[config.mk]
export PLATFORM = sky130hd
export DESIGN_NAME = lsu_stack_unit
export DESIGN_NICKNAME = d
export VERILOG_FILES = /design/src/rtl/lsu_pkg.sv /design/src/rtl/lsu_addr_gen.sv /design/src/rtl/lsu_pipe.sv /design/src/rtl/lsu_stack_unit.sv
export SDC_FILE = /design/constraint.sdc
export NUM_CORES = 1
export LEC_CHECK = 0
export BUFFER_PORTS_ARGS = -buffer_cell sky130_fd_sc_hd__buf_4
export CORE_ASPECT_RATIO = 1.75
export CORE_UTILIZATION = 48
export CTS_CLUSTER_DIAMETER = 40
export DETAILED_ROUTE_END_ITERATION = 10
export PLACE_DENSITY = 0.81
export SLEW_MARGIN = 20
export SYNTH_ARGS = -nofsm -noshare
export SYNTH_HDL_FRONTEND = slang
export SYNTH_SLANG_ARGS = --single-unit
[constraint.sdc]
create_clock -name clk -period 5 [get_ports clk]
set_input_delay 0.25 -clock clk [delete_from_list [all_inputs] [get_ports clk]]
set_output_delay 0.25 -clock clk [all_outputs]
set_load 0.01 [all_outputs]
[src/rtl/lsu_pkg.sv]
package lsu_pkg;

  localparam logic [5:0] OPC_LD_IMM = 6'd32;
  localparam logic [5:0] OPC_LD_REG = 6'd33;
  localparam logic [5:0] OPC_POP    = 6'd34;
  localparam logic [5:0] OPC_ST_IMM = 6'd36;
  localparam logic [5:0] OPC_ST_REG = 6'd37;
  localparam logic [5:0] OPC_PUSH   = 6'd38;

  typedef enum logic [2:0] {
    ACC_NONE,
    ACC_LOAD,
    ACC_STORE,
    ACC_POP,
    ACC_PUSH
  } acc_kind_e;

  function automatic acc_kind_e classify(logic [5:0] op);
    case (op)
      OPC_LD_IMM, OPC_LD_REG: return ACC_LOAD;
      OPC_ST_IMM, OPC_ST_REG: return ACC_STORE;
      OPC_POP:                return ACC_POP;
      OPC_PUSH:               return ACC_PUSH;
      default:                return ACC_NONE;
    endcase
  endfunction

  function automatic logic uses_reg_operand(logic [5:0] op);
    return (op == OPC_LD_REG) || (op == OPC_ST_REG);
  endfunction

endpackage

[src/rtl/lsu_addr_gen.sv]
module lsu_addr_gen
  import lsu_pkg::*;
#(
  parameter int DATA_W = 32,
  parameter int DEPTH  = 256,
  parameter int IMM_W  = 16,
  localparam int IDX_W = $clog2(DEPTH)
) (
  input  logic [5:0]        opcode,
  input  logic [DATA_W-1:0] rb_val,
  input  logic [DATA_W-1:0] rc_val,
  input  logic [IMM_W-1:0]  imm16,
  output acc_kind_e         kind,
  output logic [DATA_W-1:0] base_next,
  output logic [IDX_W-1:0]  word_idx,
  output logic              addr_err
);
  localparam int SW  = DATA_W + 1;
  localparam int WIW = SW - 2;
  localparam logic [WIW-1:0] DEPTH_V = WIW'(DEPTH);

  function automatic logic signed [SW-1:0] widen(logic [DATA_W-1:0] v);
    return $signed({v[DATA_W-1], v});
  endfunction

  function automatic logic [DATA_W-1:0] sext_imm(logic [IMM_W-1:0] v);
    return {{(DATA_W-IMM_W){v[IMM_W-1]}}, v};
  endfunction

  logic [DATA_W-1:0]     c_val;
  logic signed [SW-1:0]  sum;
  logic signed [SW-1:0]  eff_addr;
  logic [WIW-1:0]        full_idx;

  always_comb begin
    kind      = classify(opcode);
    c_val     = uses_reg_operand(opcode) ? rc_val : sext_imm(imm16);
    sum       = widen(rb_val) + widen(c_val);
    eff_addr  = (kind == ACC_POP) ? widen(rb_val) : sum;
    full_idx  = eff_addr[SW-1:2];
    addr_err  = eff_addr[SW-1] || (full_idx >= DEPTH_V);
    word_idx  = full_idx[IDX_W-1:0];
    base_next = sum[DATA_W-1:0];
  end

endmodule

[src/rtl/lsu_pipe.sv]
module lsu_pipe
  import lsu_pkg::*;
#(
  parameter int DATA_W = 32,
  parameter int SEL_W  = 5
) (
  input  logic              clk,
  input  logic              rst_n,
  input  logic              accept,
  input  acc_kind_e         kind,
  input  logic              addr_err,
  input  logic [SEL_W-1:0]  ra_sel,
  input  logic [SEL_W-1:0]  rb_sel,
  input  logic [DATA_W-1:0] base_next,
  input  logic [DATA_W-1:0] mem_rdata,
  output logic              done,
  output logic              range_err,
  output logic              ra_we,
  output logic [DATA_W-1:0] ra_result,
  output logic              rb_we,
  output logic [DATA_W-1:0] rb_result
);
  logic              s1_valid;
  acc_kind_e         s1_kind;
  logic              s1_err;
  logic              s1_alias;
  logic [DATA_W-1:0] s1_base;

  logic ld_wb_ev;
  logic base_wb_ev;

  always_comb begin
    ld_wb_ev   = s1_valid && !s1_err &&
                 ((s1_kind == ACC_LOAD) || ((s1_kind == ACC_POP) && !s1_alias));
    base_wb_ev = s1_valid && !s1_err &&
                 ((s1_kind == ACC_POP) || (s1_kind == ACC_PUSH));
  end

  always_ff @(posedge clk or negedge rst_n) begin
    if (!rst_n) begin
      s1_valid <= 1'b0;
      s1_kind  <= ACC_NONE;
      s1_err   <= 1'b0;
      s1_alias <= 1'b0;
      s1_base  <= '0;
    end else begin
      s1_valid <= accept;
      s1_kind  <= kind;
      s1_err   <= addr_err;
      s1_alias <= (ra_sel == rb_sel);
      s1_base  <= base_next;
    end
  end

  always_ff @(posedge clk or negedge rst_n) begin
    if (!rst_n) begin
      done      <= 1'b0;
      range_err <= 1'b0;
      ra_we     <= 1'b0;
      rb_we     <= 1'b0;
      ra_result <= '0;
      rb_result <= '0;
    end else begin
      done      <= s1_valid;
      range_err <= s1_valid && s1_err;
      ra_we     <= ld_wb_ev;
      rb_we     <= base_wb_ev;
      if (ld_wb_ev)   ra_result <= mem_rdata;
      if (base_wb_ev) rb_result <= s1_base;
    end
  end

  AST_ERR_BLOCKS_WB: assert property (@(posedge clk) disable iff (!rst_n)
    range_err |-> (!ra_we && !rb_we));

  AST_ALIAS_BASE_WINS: assert property (@(posedge clk) disable iff (!rst_n)
    (s1_valid && !s1_err && s1_kind == ACC_POP && s1_alias) |=> (rb_we && !ra_we));

  AST_LOAD_NO_BASE: assert property (@(posedge clk) disable iff (!rst_n)
    (s1_valid && s1_kind == ACC_LOAD) |=> !rb_we);

endmodule

[src/rtl/lsu_stack_unit.sv]
module lsu_stack_unit
  import lsu_pkg::*;
#(
  parameter int DATA_W = 32,
  parameter int DEPTH  = 256,
  parameter int SEL_W  = 5,
  localparam int IDX_W = $clog2(DEPTH)
) (
  input  logic              clk,
  input  logic              rst_n,
  input  logic              start,
  input  logic [5:0]        opcode,
  input  logic [DATA_W-1:0] ra_val,
  input  logic [DATA_W-1:0] rb_val,
  input  logic [DATA_W-1:0] rc_val,
  input  logic [15:0]       imm16,
  input  logic [SEL_W-1:0]  ra_sel,
  input  logic [SEL_W-1:0]  rb_sel,
  output logic [IDX_W-1:0]  mem_addr,
  output logic              mem_we,
  output logic [DATA_W-1:0] mem_wdata,
  input  logic [DATA_W-1:0] mem_rdata,
  output logic              done,
  output logic              range_err,
  output logic              ra_we,
  output logic [DATA_W-1:0] ra_result,
  output logic              rb_we,
  output logic [DATA_W-1:0] rb_result,
  output logic [DATA_W-1:0] stack_top
);
  localparam logic [DATA_W-1:0] TOP_BYTE = DATA_W'(DEPTH * 4 - 1);

  acc_kind_e         kind;
  logic [DATA_W-1:0] base_next;
  logic [IDX_W-1:0]  word_idx;
  logic              addr_err;
  logic              accept;
  logic              writes_mem;

  lsu_addr_gen #(.DATA_W(DATA_W), .DEPTH(DEPTH), .IMM_W(16)) u_agen (
    .opcode    (opcode),
    .rb_val    (rb_val),
    .rc_val    (rc_val),
    .imm16     (imm16),
    .kind      (kind),
    .base_next (base_next),
    .word_idx  (word_idx),
    .addr_err  (addr_err)
  );

  always_comb begin
    accept     = start && (kind != ACC_NONE);
    writes_mem = (kind == ACC_STORE) || (kind == ACC_PUSH);
    mem_we     = accept && writes_mem && !addr_err;
    mem_addr   = word_idx;
    mem_wdata  = ra_val;
    stack_top  = TOP_BYTE;
  end

  lsu_pipe #(.DATA_W(DATA_W), .SEL_W(SEL_W)) u_pipe (
    .clk       (clk),
    .rst_n     (rst_n),
    .accept    (accept),
    .kind      (kind),
    .addr_err  (addr_err),
    .ra_sel    (ra_sel),
    .rb_sel    (rb_sel),
    .base_next (base_next),
    .mem_rdata (mem_rdata),
    .done      (done),
    .range_err (range_err),
    .ra_we     (ra_we),
    .ra_result (ra_result),
    .rb_we     (rb_we),
    .rb_result (rb_result)
  );

  AST_DONE_LATENCY: assert property (@(posedge clk) disable iff (!rst_n)
    accept |=> ##1 done);

  AST_NO_WRITE_ON_ERR: assert property (@(posedge clk) disable iff (!rst_n)
    mem_we |-> !addr_err);

  AST_IGNORED_OPCODE: assert property (@(posedge clk) disable iff (!rst_n)
    (start && kind == ACC_NONE) |-> !mem_we);

  AST_LOAD_NO_WRITE: assert property (@(posedge clk) disable iff (!rst_n)
    (kind == ACC_LOAD || kind == ACC_POP) |-> !mem_we);

endmodule

======== Word level (Yosys, flattened, before mapping) ========
Index checks and enable logic that the tools add are counted.
storage, ports and cells
  bits in registers ....................... 106
  bits of input ports ..................... 163
  output and inout port bits .............. 141
  logic and storage cells ................. 48
cells by class
  $add $sub $neg .......................... 1
  $lt $le $gt $ge ......................... 1
  equal/unequal tests ..................... 13
  multiplexer cells ....................... 3
  reductions and logical operators ........ 19
operators by type and width
  kind                 number
  $eq 6x6->1 const B   6
  $add 32x32->33       1
  $mux 33              1
  $mux 32              1
  $ge 31x9->1 const B  1
  $pmux 3 s4           1
  $eq 3x2->1 const B   3
  $logic_and 1x1->1    8
  $eq 3x3->1 const B   2
  $eq 5x5->1           1
  $logic_or 1x1->1     5
  $reduce_or 2->1      2
  $eq 3x1->1 const B   1
  $logic_not 1->1      3
  $reduce_bool 3->1    1

======== Depth between registers and ports, before layout ========
Gate-level depths: netlist (run 1).
  depth after elaboration ................. 9
  mapped depth ............................ 18
  mapped depth without buffers ............ 15

======== By module ========
Synthesis (run 1) repeated with hierarchy kept, for this count alone.
unflattened totals
  cell total of the unflattened synthesis .. 729
  area total of the unflattened synthesis .. 7539.7 µm²
by module, submodules not included
  module          instances  cells an instance  area an instance (µm²)  sequential area each (µm²)
  lsu_pipe        1          313                4500.6                  2652.5
  lsu_addr_gen    1          347                2517.4                  0.0
  lsu_stack_unit  1          69                 521.8                   0.0

======== Worst setup path before layout (run 1) ========
Ideal clock, no wire load.
  path type ............................... input -> output
  start ................................... in opcode[4]
  end ..................................... out mem_we
  arrival ................................. 4.702 ns
  data required time ...................... 4.750 ns
  slack ................................... 0.048 ns
  stages .................................. 16
  cell sequence ........................... nor2_1 nand2_1 nor3b_1 clkbuf_1 mux2_2 ha_1 fa_1 a21o_1 a221o_2 a221oi_4 o21ai_2 nor3_2 nor2_1 or4_1 a2111o_1 nor4_1
on the way
  word-level cells in the longest chain between the ends .. 9
  elaborated cells on any way between the ends .. 24
ends and longest elaborated chain
  item                   line                  text
  start, declared        lsu_stack_unit.sv:12  input logic [5:0] opcode,
  $eq 6x6->1             lsu_pkg.sv:29         return (op == OPC_LD_REG) || (op == OPC_ST_REG);
  $logic_or 1x1->1 (*)   lsu_pkg.sv:29
  $mux 32 (*)            lsu_addr_gen.sv:37    c_val = uses_reg_operand(opcode) ? rc_val : sext_imm(imm16);
  $add 32x32->33 (*)     lsu_addr_gen.sv:38    sum = widen(rb_val) + widen(c_val);
  via base_next[26]      lsu_stack_unit.sv:34  logic [DATA_W-1:0] base_next;
  $mux 33 (*)            lsu_addr_gen.sv:39    eff_addr = (kind == ACC_POP) ? widen(rb_val) : sum;
  $ge 31x9->1 (*)        lsu_addr_gen.sv:41    addr_err = eff_addr[SW-1] || (full_idx >= DEPTH_V);
  $logic_or 1x1->1 (*)   lsu_addr_gen.sv:41
  $logic_not 1->1 (*)    lsu_stack_unit.sv:54  mem_we = accept && writes_mem && !addr_err;
  $logic_and 1x1->1 (*)  lsu_stack_unit.sv:54
  end, declared          lsu_stack_unit.sv:20  output logic mem_we,
The timed path passes the listed nets; every way through them passes the cells marked *.

======== Worst setup path after layout (run 1) ========
Ends and elaborated chain as after synthesis.

==> results of run 1 <==
## kinds of logic after synthesis
logic type / synth area share, %
mux: 8.380
xor+xnor: 3.789
other cells: 0.1120
compound gates: 14.24
simple gates: 18.18
flops: 39.57
buf+inv: 9.463
fa+ha+maj: 6.271
## cells in the final DEF (no fill, tap or decap), drive strengths merged, types with 6 or more instances in the layout
cell	Yosys	routed
a21o	25	25
clkbuf	33	10
inv	7	12
buf	65	245
nor2	28	28
xor2	11	11
dfrtp	106	106
nor3	15	15
o21a	9	9
a21oi	35	35
nand3	10	10
conb	2	32
mux2	49	49
or2	6	6
nand2	154	154
xnor2	18	18
nand4	11	11
o21ai	24	24
ha	32	32
## layout make-up
type	count	share of cell area (%)
flip-flops and latches	106	30.69
inverters	7	0.3040
multi-input cells	548	41.38
well taps	174	2.519
repair buffers	246	21.59
clock inverters	6	0.7529
clock buffers	10	2.765
## worst max-delay path, cell delays in order
cell	delay, ps
buf_4	110
nor2_2	130
nand2_2	100
nor3b_4	270
buf_12	180
mux2_2	370
fa_2	370
a21o_1	200
a221o_2	430
a221oi_4	350
o21ai_2	130
nor3_2	110
nor2_1	80
or4_1	520
a2111o_1	410
nor4_2	270
buf_4	150
buf_4	110
## metrics by stage
step                      cell area [sq um]  util, %
after CTS                              8587    63.50
after global routing                   8642    63.91
after detailed placement               8273    61.18
final                                  8642    63.91
after floorplan                        6817        -
after global placement                 8273    61.18
## power breakdown
part	leakage [uW]	internal, uW	total [uW]	switching [uW]
clock network	0.000151	369	716	347
logic	0.00292	274	602	328
registers	0.00123	917	937	19.3
## path summary, 6_finish.rpt
kind	from	end	slack [ps]	cells after the start
min in group asynchronous	rst_n	u_pipe.rb_result[7]$_DFFE_PN0P_	520	2
max in group asynchronous	rst_n	u_pipe.range_err$_DFF_PN0_	3350	3
setup / recovery	opcode[4]	mem_we	220	18
hold / removal	mem_rdata[20]	u_pipe.ra_result[20]$_DFFE_PN0P_	90	3
hold reg to reg	u_pipe.s1_valid$_DFF_PN0_	u_pipe.done$_DFF_PN0_	430	0
setup reg to reg	u_pipe.s1_kind[2]$_DFF_PN0_	u_pipe.ra_result[13]$_DFFE_PN0P_	2990	6
## metal layers
layer,global-route usage (%),up-vias,wire (um)
li1,-,2830,-
met1,28.80,2814,7103
met2,55.63,242,11100
met3,4.155,80,921
met4,17.46,0,1253
met5,0,-,0
## synth_stat cells (all sizes together), types with 15 or more instances
master | number | share of area (%)
nor2 | 28 | 1.6
o21ai | 24 | 1.8
mux2 | 49 | 8.2
a21oi | 35 | 2.7
nand2 | 154 | 8.6
dfrtp | 106 | 40
clkbuf | 33 | 1.8
xnor2 | 18 | 2.4
buf | 65 | 7.2
ha | 32 | 6.0
nor3 | 15 | 1.2
a21o | 25 | 2.8
## what timing repair did
item / in CTS / in global routing
setup buffers: 0 / 2
setup endpoints to repair: 0 / 1
endpoints found under the hold margin: 9 / 0
hold buffers: 1 / 0
resized for setup: 0 / 11
## sequential cells by signal (all words and copies together) (netlist names)
register and count:
u_pipe.rb_result 32, u_pipe.s1_alias 1, u_pipe.ra_result 32, u_pipe.range_err 1, u_pipe.s1_valid 1, u_pipe.s1_base 32
u_pipe.s1_err 1, u_pipe.rb_we 1, u_pipe.ra_we 1, u_pipe.s1_kind 3, u_pipe.done 1
==> flow_metrics.py, run 1 <==
metrics = {
    "synthesis": {
        "synth_cell_types": 63,
        "yosysWarnings": 0,
        "avgSynthCellArea_sq_um": 9.196,
        "ys.flop_type": "dfrtp_1",
        "synthArstFlopShare_pct": 100.0,
        "synthCells": 729,
        "ys_ff_latch": 106,
        "synth_edf_count": 0,
        "synth_area_sq_mm": 0.006704,
        "yosysSeqAreaShare_pct": 39.57,
    },
    "finish": {
        "finalNonFillerCells": 1097,
        "antenna_cells": 0,
        "multi_input_area_sq_mm": 0.003576,
        "drive_gt1_share_pct": 36.08,
        "synthToLayoutAreaGrowth_pct": 28.91,
        "seq_area_sq_mm": 0.002653,
        "fillers": 1171,
        "nNetsFinal": 1114,
    },
    "run": {
        "cap_violations": 0,
    },
    "global_route": {
        "grt_pass1_wl_um": 31440,
        "antenna_found_initial": 0,
        "grt-ovfl-total": 0,
        "grt_pass1_vias": 5948,
        "grtUsageTotal_pct": 28.78,
        "grt_max_degree": 63,
    },
    "power": {
        "powerDensity_mw_per_mm2": 260.9,
        "p_leak_uw": 0.004308,
        "power_uw": 2255,
        "peakVddDrop_mv": 0.1721,
    },
    "timing": {
        "max_freq_ghz": 0.2091,
        "setup_violations": 0,
        "hold_violations": 0,
        "worst_slack_ps": 218.7,
        "min_period_ps": 4781,
        "holdWs_ps": 86.36,
        "fin_crit_sh_pct": 95.63,
        "finalClockSkew_ps": 15.44,
        "finalSetupTns_ps": 0,
        "drv_slew": 0,
        "worst-slew-pin-transition_ps": 970.1,
        "max_slew_margin_pct": 35.25,
    },
    "placed_design": {
        "placed_cells": 1078,
        "finalWeightedCongestion": 0.9337,
        "io_buffers": 207,
        "dpl.hpwl_um": 16630,
        "post-place-ws_ps": 58.18,
    },
    "detailed_routing": {
        "viasPerCell": 5.438,
        "drtIter0Drc": 280,
        "vias": 5966,
        "drt-total-wl_um": 20380,
        "drcViolationCount": 0,
        "antenna_left": 0,
        "wl_per_cell_um": 18.58,
        "firstDrtPassIters": 4,
    },
    "clock_network": {
        "clock_latency_ps": 350,
        "cts.path.max_buffers": 2,
        "tritoncts": "done",
        "h-tree-depth": 3,
        "cts_buffers": 9,
        "cts_sinks": 106,
        "worst_setup_hold_path_clk_slew_ps": 80,
        "cts_root_buffer": "clkbuf_16",
    },
    "floorplan": {
        "start_util_pct": 49.57,
        "rows": 56,
        "dieArea_sq_mm": 0.01446,
        "core_sq_mm": 0.01352,
        "die_w_um": 91.34,
        "die_height_um": 158.3,
        "num_io_pins": 304,
    },
    "setup_path": {
        "crit_type": "in2out",
        "worst_ep_required_time_ps": 4750,
        "startpoint_type": "input port",
        "cp-end-kind": "primary output",
        "arrival_ps": 4530,
        "path_max_fanout": 13,
    },
    "hold_path": {
        "worstHoldPathType": "in2reg",
    },
    "outcome": {
        "outcome": "completed",
    },
}
No activity file was read; power rests on OpenSTA's default activity.
==> run 2: changes to the inputs <==
--- a/config.mk
+++ b/config.mk
@@ -10,7 +10,8 @@
 export CORE_UTILIZATION = 48
 export CTS_CLUSTER_DIAMETER = 40
 export DETAILED_ROUTE_END_ITERATION = 10
-export PLACE_DENSITY = 0.81
+export GPL_TIMING_DRIVEN = 0
+export PLACE_DENSITY = 0.93
 export SLEW_MARGIN = 20
 export SYNTH_ARGS = -nofsm -noshare
 export SYNTH_HDL_FRONTEND = slang
==> run 2 against run 1 <==
Net effect:
- the run now ends with hold timing left
- power up 3.6%
- combinational power rose by 8.1%
- register-to-register slack got worse by 470 ps
- worst hold slack lost 110 ps
- via count grew 7.4%
- clock skew decreased by 5.3 ps
- fmax is 2.7% lower
- highest routed layer unchanged
==> flow_metrics.py, run 2 (synthesized netlist as in run 1, its figures left out) <==
metrics = {
    "outcome": {
        "outcome": "finished, violations left",
        "violations": "hold timing",
    },
    "finish": {
        "seq_area_sq_mm": 0.002653,
        "layout_commonest_cell": "buf_4",
        "synthToLayoutAreaGrowth_pct": 40.09,
        "drive_gt1_share_pct": 40.75,
        "fillers": 1057,
        "post-route-cell-area_sq_mm": 0.009392,
        "most-common-layout-cells": "buf_4 (308), nand2_1 (153), dfrtp_1 (106), mux2_2 (47), conb_1 (32)",
        "multi_input_area_sq_mm": 0.003685,
        "antenna_cells": 0,
        "nNetsFinal": 1207,
        "largestRegisters": "u_pipe.ra_result x32, u_pipe.rb_result x32, u_pipe.s1_base x32",
    },
    "global_route": {
        "grt_pass1_wl_um": 31880,
        "antenna_found_initial": 0,
        "grt_max_degree": 107,
        "grtUsageTotal_pct": 29.19,
        "grt-ovfl-total": 0,
        "grt_pass1_vias": 6248,
    },
    "setup_path": {
        "cpMaxStageDelayCell": "or4_1",
        "ff2ff_setup_slack_ps": 2520,
        "cp-end-kind": "primary output",
        "worst_ep_required_time_ps": 4750,
        "max_stage_delay_ps": 500,
        "arrival_ps": 4660,
        "cpMostUsedCell": "buf_4",
        "startpoint_type": "input port",
        "reg2reg_depth": 5,
        "path_cells": "buf_6 > nor2_4 > nand2_4 > nor3b_4 > clkbuf_8 > mux2_4 > ha_4 > fa_2 > a21o_1 > a221o_2 > a221oi_4 > buf_4 > o21ai_4 > nor3_2 > nor2_2 > or4_1 > a2111o_1 > nor4_4 > buf_4",
        "cp.depth": 19,
        "crit_type": "in2out",
        "critPathTopFamily": "simple AND/OR/NAND/NOR gates",
        "r2r-end": "u_pipe.rb_result[31]$_DFFE_PN0P_",
        "critPathBufInv": 4,
        "path_max_fanout": 3,
        "reg2reg_from": "u_pipe.s1_kind[2]$_DFF_PN0_",
    },
    "timing": {
        "setup_violations": 0,
        "rsz0062_at_grt": "true",
        "max_freq_ghz": 0.2036,
        "worst-slew-pin-transition_ps": 969.7,
        "min_period_ps": 4912,
        "max_slew_margin_pct": 35.35,
        "fin_crit_sh_pct": 98.25,
        "holdWs_ps": -21.90,
        "drv_slew": 0,
        "hold_violations": 5,
        "finalClockSkew_ps": 10.14,
        "worst_slack_ps": 87.74,
    },
    "detailed_routing": {
        "drtIter0Drc": 296,
        "antenna_left": 0,
        "drcViolationCount": 0,
        "wl_per_cell_um": 17.89,
        "drt-total-wl_um": 21290,
        "viasPerCell": 5.386,
        "vias": 6409,
        "firstDrtPassIters": 7,
    },
    "placed_design": {
        "place_area_sq_mm": 0.008832,
        "finalWeightedCongestion": 0.9799,
        "post-place-ws_ps": -1606,
        "dpl.hpwl_um": 17120,
        "io_buffers": 239,
    },
    "clock_network": {
        "h-tree-depth": 3,
        "clock_latency_ps": 350,
        "cts_root_buffer": "clkbuf_16",
        "cts_buffers": 9,
        "worst_setup_hold_path_clk_slew_ps": 70,
        "cts_sinks": 106,
        "cts.path.max_buffers": 2,
        "postCtsHoldBufs": 0,
        "tritoncts": "done",
    },
    "floorplan": {
        "num_io_pins": 304,
        "core_sq_mm": 0.01352,
        "start_util_pct": 49.57,
        "rows": 56,
        "dieArea_sq_mm": 0.01446,
        "die_w_um": 91.34,
        "die_height_um": 158.3,
    },
    "hold_path": {
        "worstHoldPathType": "in2async",
    },
    "power": {
        "power_uw": 2336,
        "powerDensity_mw_per_mm2": 248.7,
        "p_leak_uw": 0.004712,
        "peakVddDrop_mv": 0.1850,
    },
    "run": {
        "cap_violations": 0,
    },
}
## run 2: timing repair
| item | in CTS | in global routing |
|---|---|---|
| gates resized for setup | 21 | 28 |
| endpoints found under the setup margin | 4 | 1 |
| buffers inserted | 8 | 2 |
| pin swaps | 6 | 14 |
## run 2: worst max path at each step
| stage | end | startpoint | slack [ps] |
|---|---|---|---|
| global placement | mem_we | opcode[4] | -1540 |
| global route | mem_we | opcode[3] | -30 |
| finish | mem_we | opcode[3] | 90 |
| CTS | mem_we | opcode[4] | 30 |
| detailed placement | mem_we | opcode[4] | -1610 |
| floorplan | mem_we | opcode[4] | 50 |
## run 2: cell type report
cell class	count	area share (%)
buffer	90	6.395
clock buffer	10	2.438
clock inverter	6	0.9459
inverter	7	0.2798
multi-input combinational	548	39.24
sequential	106	28.24
tap	174	2.318
timing repair buffer	249	20.14
## run 2: power by group
part           internal [uW]  leakage, uW  total [uW]  switching, uW
registers                918      0.00123         933           15.1
logic                    307      0.00333         651            344
clock network            440     0.000149         753            313
## run 2: per-layer routing
metal	wire length (um)	part of all wire (%)	global-route usage (%)
met1	7203	34	29.35
met2	11990	56	57.76
met3	1206	5.7	4.059
met4	897	4.2	14.81
met5	0	0	0
## run 2: worst register-to-register path, cell delays in order (launching register included)
cell and delay (ps):
dfrtp_1 380, nor2b_1 160, a22oi_1 110, nor3b_1 740
clkbuf_1 560, mux2_2 420
## run 2: per-stage QoR
stage               util (%)  hold slack [ps]  TNS [ps]  std cells
floorplan                  -           -45.59         0        759
global placement       65.29            395.0     -3244       1172
detailed placement     65.31            407.1     -3974       1172
CTS                    68.63            37.92         0       1194
global route           69.45            72.13    -31.47       1190
finish                 69.45           -21.90         0       1190
